## src/rtl/tcap_pkg.sv

```systemverilog
package tcap_pkg;
  localparam int FLG_WRAP = 0;
  localparam int FLG_CAP  = 1;
  localparam int NUM_FLG  = 2;
endpackage

```

## src/rtl/cap_edge_det.sv

```systemverilog
module cap_edge_det #(
  parameter int STAGES = 2
) (
  input  logic clk_i,
  input  logic rst_ni,
  input  logic pin_i,
  output logic fall_o
);
  logic [STAGES:0] chain_q;  // [STAGES-1:0] sync, [STAGES] previous sample

  always_ff @(posedge clk_i or negedge rst_ni) begin
    if (!rst_ni) chain_q <= '0;
    else         chain_q <= {chain_q[STAGES-1:0], pin_i};
  end

  assign fall_o = chain_q[STAGES] & ~chain_q[STAGES-1];
endmodule

```

## src/rtl/updown_cnt.sv

```systemverilog
module updown_cnt #(
  parameter int W = 16
) (
  input  logic         clk_i,
  input  logic         rst_ni,
  input  logic         en_i,
  input  logic         dec_i,
  output logic [W-1:0] cnt_o,
  output logic         wrap_o
);
  localparam logic [W-1:0] ALL_ONES = '1;

  logic [W-1:0] cnt_q;

  always_ff @(posedge clk_i or negedge rst_ni) begin
    if (!rst_ni)    cnt_q <= '0;
    else if (en_i)  cnt_q <= dec_i ? cnt_q - 1'b1 : cnt_q + 1'b1;
  end

  assign wrap_o = en_i & (dec_i ? (cnt_q == '0) : (cnt_q == ALL_ONES));
  assign cnt_o  = cnt_q;
endmodule

```

## src/rtl/sticky_flag.sv

```systemverilog
module sticky_flag (
  input  logic clk_i,
  input  logic rst_ni,
  input  logic set_i,
  input  logic clr_i,
  output logic q_o
);
  logic q;

  always_ff @(posedge clk_i or negedge rst_ni) begin
    if (!rst_ni)    q <= 1'b0;
    else if (set_i) q <= 1'b1;  // set beats clear
    else if (clr_i) q <= 1'b0;
  end

  assign q_o = q;
endmodule

```

## src/rtl/cap_timer.sv

```systemverilog
module cap_timer
  import tcap_pkg::*;
#(
  parameter int CNT_W       = 16,
  parameter int SYNC_STAGES = 2
) (
  input  logic             clk_i,
  input  logic             rst_ni,
  input  logic             run_i,
  input  logic             cap_en_i,
  input  logic             dec_i,
  input  logic             cap_mode_i,
  input  logic             tick_i,
  input  logic             cap_pin_i,
  input  logic             wrap_ie_i,
  input  logic             cap_ie_i,
  input  logic             wrap_clr_i,
  input  logic             cap_clr_i,
  output logic [CNT_W-1:0] count_o,
  output logic [CNT_W-1:0] cap_val_o,
  output logic             wrap_flag_o,
  output logic             cap_flag_o,
  output logic             irq_o
);
  logic             fall;
  logic             cnt_adv;
  logic             cnt_wrap;
  logic             cap_fire;
  logic [CNT_W-1:0] cnt;
  logic [CNT_W-1:0] cap_q;

  logic [NUM_FLG-1:0] flg_set, flg_clr, flg_ie, flg_q;

  cap_edge_det #(.STAGES(SYNC_STAGES)) u_edge (
    .clk_i  (clk_i),
    .rst_ni (rst_ni),
    .pin_i  (cap_pin_i),
    .fall_o (fall)
  );

  assign cnt_adv = run_i & tick_i;

  updown_cnt #(.W(CNT_W)) u_cnt (
    .clk_i  (clk_i),
    .rst_ni (rst_ni),
    .en_i   (cnt_adv),
    .dec_i  (dec_i),
    .cnt_o  (cnt),
    .wrap_o (cnt_wrap)
  );

  assign cap_fire = fall & cap_en_i & cap_mode_i & run_i;

  // snapshot takes the pre-update count
  always_ff @(posedge clk_i or negedge rst_ni) begin
    if (!rst_ni)       cap_q <= '0;
    else if (cap_fire) cap_q <= cnt;
  end

  assign flg_set[FLG_WRAP] = cnt_wrap;
  assign flg_set[FLG_CAP]  = cap_fire;
  assign flg_clr[FLG_WRAP] = wrap_clr_i;
  assign flg_clr[FLG_CAP]  = cap_clr_i;
  assign flg_ie[FLG_WRAP]  = wrap_ie_i;
  assign flg_ie[FLG_CAP]   = cap_ie_i;

  for (genvar g = 0; g < NUM_FLG; g++) begin : g_flag
    sticky_flag u_flag (
      .clk_i  (clk_i),
      .rst_ni (rst_ni),
      .set_i  (flg_set[g]),
      .clr_i  (flg_clr[g]),
      .q_o    (flg_q[g])
    );
  end

  assign count_o     = cnt;
  assign cap_val_o   = cap_q;
  assign wrap_flag_o = flg_q[FLG_WRAP];
  assign cap_flag_o  = flg_q[FLG_CAP];
  assign irq_o       = |(flg_q & flg_ie);
endmodule


```

## config.mk

```make
export PLATFORM = sky130hd
export DESIGN_NAME = cap_timer
export DESIGN_NICKNAME = d
export VERILOG_FILES = /design/src/rtl/tcap_pkg.sv /design/src/rtl/cap_edge_det.sv /design/src/rtl/updown_cnt.sv /design/src/rtl/sticky_flag.sv /design/src/rtl/cap_timer.sv
export SDC_FILE = /design/constraint.sdc
export NUM_CORES = 1
export LEC_CHECK = 0
export BUFFER_PORTS_ARGS = -buffer_cell sky130_fd_sc_hd__buf_2
export CORE_ASPECT_RATIO = 0.7
export CORE_UTILIZATION = 49
export CTS_CLUSTER_DIAMETER = 30
export CTS_CLUSTER_SIZE = 8
export DETAILED_ROUTE_END_ITERATION = 12
export GPL_ROUTABILITY_DRIVEN = 0
export PLACE_DENSITY = 0.79
export SYNTH_ARGS = -nofsm -noshare
export SYNTH_HDL_FRONTEND = slang
export SYNTH_SLANG_ARGS = --single-unit
export TNS_END_PERCENT = 1
```

## constraint.sdc

```tcl
create_clock -name clk_i -period 2.21 [get_ports clk_i]
set_clock_uncertainty 0.1 [all_clocks]
set_input_delay 0.221 -clock clk_i [delete_from_list [all_inputs] [get_ports clk_i]]
set_output_delay 0.221 -clock clk_i [all_outputs]
set_load 0.02 [all_outputs]
```

### Word level (Yosys, flattened, before mapping)

Cells that the tools add are included.
Widths: inputs -> output; s select.

* eq/ne operators: 1
* muxes and demuxes: 6
* bitwise gates (word level): 8
* reduce and logical (&&, ||, !) cells: 4
* add/sub/neg operators: 2

Operator list (number)
* $add 16x1->16 const B: 1
* $eq 16x16->1 const B: 1
* $logic_not 16->1: 1
* $mux 16: 1
* $sub 16x1->16 const B: 1
* $and 1x1->1: 6
* $mux 1: 5
* $reduce_bool 2->1: 2
* $and 2x2->2: 1
* $reduce_or 2->1: 1
* $not 1->1: 1

* output and inout port bits: 35
* word-level logic and storage cells: 26
* flip-flop bits (word level): 37
* input bits: 12

### Logic depth before layout (Yosys ltp)

* depth in word-level cells: 6
* depth in mapped cells: 8
* depth with buffers taken out: 7

### Hierarchy

Synthesis repeated with hierarchy kept, for this count alone.

* cell total of the unflattened synthesis: 203
* area, all modules: 2296.0 µm²

Modules (own cells, without submodules)
* updown_cnt: instances 1, cells an instance 156, sequential area each 400.4 µm², area an instance 1468.9 µm²
* cap_timer: instances 1, cells an instance 37, sequential area each 400.4 µm², area an instance 665.6 µm²
* cap_edge_det: instances 1, cells an instance 4, sequential area each 75.1 µm², area an instance 88.8 µm²
* sticky_flag: instances 2, cells an instance 3, sequential area each 25.0 µm², area an instance 36.3 µm²

### Worst setup path after synthesis

No wires, ideal clock.

* path type: flip-flop to flip-flop
* start: register u_cnt.cnt_q[0] (netlist: u_cnt.cnt_o[0])
* end: register u_cnt.cnt_q[12] (netlist: u_cnt.cnt_o[12])
* buffers on the path: 0
* setup slack: 14 ps
* data arrival time: 1961 ps
* library setup time: 135 ps
* cell stages (with the launch flop): 8
* period minus slack after synthesis: 2196 ps
* required time: 1975 ps
* cell sequence: dfrtp_1 > fa_1 > a211oi_1 > o21ai_1 > a32oi_1 > nand2_1 > mux2i_1 > o22ai_1

* cells in the longest elaborated chain, start to end: 2
* elaborated cells on any way between the ends: 3
* those cells by class: 2 x add/sub; 1 x mux

Ends and longest elaborated chain
* start, declared: RTL line updown_cnt.sv:13 `logic [W-1:0] cnt_q;`
* start signal, assigned: RTL line updown_cnt.sv:17 `else if (en_i) cnt_q <= dec_i ? cnt_q - 1'b1 : cnt_q + 1'b1;`
* $add 16x1->16 or $sub 16x1->16 (tied branches): RTL line updown_cnt.sv:17
* $mux 16 (*): RTL line updown_cnt.sv:17

Mark *: on every way between the ends. The rest lies on a longest branch, timed or not.
A chain may end at the register's enable or synchronous reset.

### Final worst setup path

* start: register u_cnt.cnt_q[2] (netlist: u_cnt.cnt_o[2])
* end: register u_cnt.cnt_q[15] (netlist: u_cnt.cnt_o[15])

The elaborated chain is that of the path after synthesis.

==> results.yml <==
status:
  status: "complete, no violations"
setup_path:
  critPathMaxFanout: 4
  crit_path_cell_trace: "ha_1 -> o21ai_0 -> o21ai_1 -> a221o_2 -> a21oi_2 -> xor2_1 -> o31ai_2"
  arrival_ps: 2170
  slowest_delay_ps: 400
  setup.worst_path.start_class: "flop"
  crit_required_ps: 2280
  crit_path_top_delay_cell: "dfrtp_1"
  crit_type: "reg -> reg"
  end_kind: "flop"
detailed_routing:
  wl_per_cell_um: 16.5
  routed_via_density: 5.79
  dr.pass1.iters: 4
  vias: 2009
  drtAntennaViolNets: 0
  totalWireLength_mm: 5.72
  drc: 0
  first_iter_violations: 157
finish:
  fin_nets: 322
  antenna_cells: 0
  layout.cells.non_filler: 347
  drive_gt1_frac: 0.366
  area_growth_pct: 30.6
  fill_cells: 312
  finalInstanceArea_sq_mm: 0.00284
synthesis:
  ys_async_sr_fraction: 1.00
  synth_edf_count: 0
  netlist_area_sq_mm: 0.00217
  synth_ff_type: "dfrtp_1"
  ys_types: 48
  netlist_instances: 215
  ys_ff_latch: 37
  ys_seq_area_frac: 0.426
  synth_area_leaders: "dfrtp_1, ha_1, nand2_1"
  synth.largest_area_cell: "dfrtp_1"
  synth_area_per_cell_sq_um: 10.1
  ys_warn_count: 0
  synth_top_area_share: 0.426
  synth_nets: 242
placed_design:
  hpwl_mm: 4.13
  place_inst: 337
  port_buffers: 46
  placed_cell_area_sq_mm: 0.00266
clock_network:
  clock_latency_ps: 290
  cts.sinks: 37
  clock_path_buffers: 2
  clk_pin_slew_ps: 80
  root_buffer: "clkbuf_8"
  cts_buffers: 5
  cts_tree: "yes"
  htree_levels: 2
die:
  die_w_um: 81.6
  chipHeight_um: 57.7
  initial_core_util: 0.532
  core_area_sq_mm: 0.00409
  pin_count: 47
  die-area_sq_mm: 0.00471
  std_cell_rows: 19
global_route:
  grt_usage: 0.259
  antenna_found_initial: 0
  grt-ovfl-total: 0
  grt_pass1_wl_mm: 8.89
  grt_max_degree: 38
  grt_pass1_vias: 1782
timing:
  max_freq_mhz: 477
  worst_pin_slew_ps: 841
  min_period_ps: 2100
  slew_violations: 0
  hold_viol: 0
  finalSetupViolCount: 0
  fin_crit_sh: 0.949
  setup-tns-final_ps: 0
  max_slew_margin: 0.439
power:
  ir_worst_vdd_mv: 0.840
  pwr_density_cell_mw_per_mm2: 1570
  power_leakage_nw: 1.38
flow_run:
  drv_cap: 0
min_path:
  hp-class: "in -> reg"
==> synthesized netlist by cell type (3+ instances only) <==
cell	n
dfrtp_1	37
nor3_1	3
nor2_1	7
a21oi_1	12
ha_1	14
xnor2_1	8
nor2b_1	3
nand4_1	6
mux2_1	8
a21o_1	3
o21ai_0	9
inv_1	7
nor4_1	4
o21ai_1	15
nand2_1	27
mux2_2	8
xor2_1	5
==> layer usage <==
metal | global-route usage | share of wire | vias to the layer above
met4 | 0.0677 | 0.011 | 0
met1 | 0.409 | 0.49 | 964
li1 | - | - | 952
met5 | 0 | 0 | -
met3 | 0.0693 | 0.082 | 9
met2 | 0.345 | 0.42 | 84
==> through the flow <==
stage	hold WS [ps]	total power, mW	setup WS [ps]	util
6_report	9.47	4.45	112	0.694
5_1_grt	1.42	4.75	-22.7	0.694
4_1_cts	16.3	4.32	57.5	0.681
3_5_place_dp	239	3.72	-27.5	0.651
3_3_place_gp	234	3.65	29.4	0.651
2_1_floorplan	-175	2.76	13.9	-
==> report_power, final <==
group | switching (mW) | internal, mW | leakage (nW)
clock network | 0.246 | 0.328 | 0.0540
logic | 1.56 | 1.15 | 0.860
registers | 0.207 | 0.948 | 0.461
total | 2.02 | 2.43 | 1.38
==> cell type report <==
cell class	count	area [sq um]	share of cell area
timing repair buffer	79	483	0.170
sequential	37	926	0.326
inverter	7	26.3	0.00926
clock inverter	2	35.0	0.0123
tap	52	65.1	0.0229
multi-input combinational	165	1230	0.435
clock buffer	5	68.8	0.0242
==> kinds of logic (layout without fill, tap and decap cells) <==
logic type | after synthesis | count (layout) | synth area share
compound gates | 61 | 61 | 0.188
simple gates | 59 | 59 | 0.130
flops | 37 | 37 | 0.426
mux | 17 | 17 | 0.0875
fa+ha+maj | 15 | 15 | 0.0898
xor+xnor | 13 | 13 | 0.0524
buf+inv | 13 | 93 | 0.0270
==> worst max-delay path: cells and delay by family, from the launching register on <==
kind | cells | cell delay, ps
xor gates and xnor gates | 1 | 170
adders and majority gates | 1 | 320
DFF | 1 | 400
AOI/OAI and AO/OA | 5 | 970
==> registers in the layout, indices dropped and copies added, names as in the netlist <==
| register | flops |
|---|---|
| u_edge.chain_q | 3 |
| u_cnt.cnt_o | 16 |
| cap_val_o | 16 |
| g_flag.u_flag.q_o | 2 |
==> path summary, 6_finish.rpt <==
path / startpoint / endpoint / slack [ps] / cells after the start
min reg2reg: u_edge.chain_q[0] / u_edge.chain_q[1] / 250 / 0
max: u_cnt.cnt_o[2] / u_cnt.cnt_o[15] / 110 / 7
max reg2reg: u_cnt.cnt_o[2] / u_cnt.cnt_o[15] / 110 / 7
max in group asynchronous: rst_ni / cap_val_o[13] / 1020 / 2
min: cap_clr_i / g_flag[1].u_flag.q_o / 9 / 2
min in group asynchronous: rst_ni / u_cnt.cnt_o[0] / 470 / 2
==> what timing repair did <==
item	CTS	global route
gates resized for setup	0	6
hold buffers	2	0
hold endpoints to repair	38	0
setup buffers	0	1
endpoints found under the setup margin	0	6
==> cell usage in the layout, fill, tap and decap left out, types with 2 or more instances in the layout <==
cell type       n
inv_1           7
mux2_1          8
buf_4          31
a31oi_1         2
mux2_2          8
ha_1           12
a211oi_2        2
nand4_1         6
a21oi_2         3
ha_4            2
a21oi_1        10
o21ai_0         9
xnor2_1         8
nor4_1          4
dlygate4sd3_1   2
nand2_1        27
o21ai_1        15
nand2_2         2
nand3_1         2
clkbuf_8        5
o22ai_1         2
o21bai_1        2
buf_2          46
xor2_1          5
nor3_1          3
nor2_1          7
dfrtp_1        37
a21o_1          3
nor2b_1         3
(Power assumes the default switching activity.)
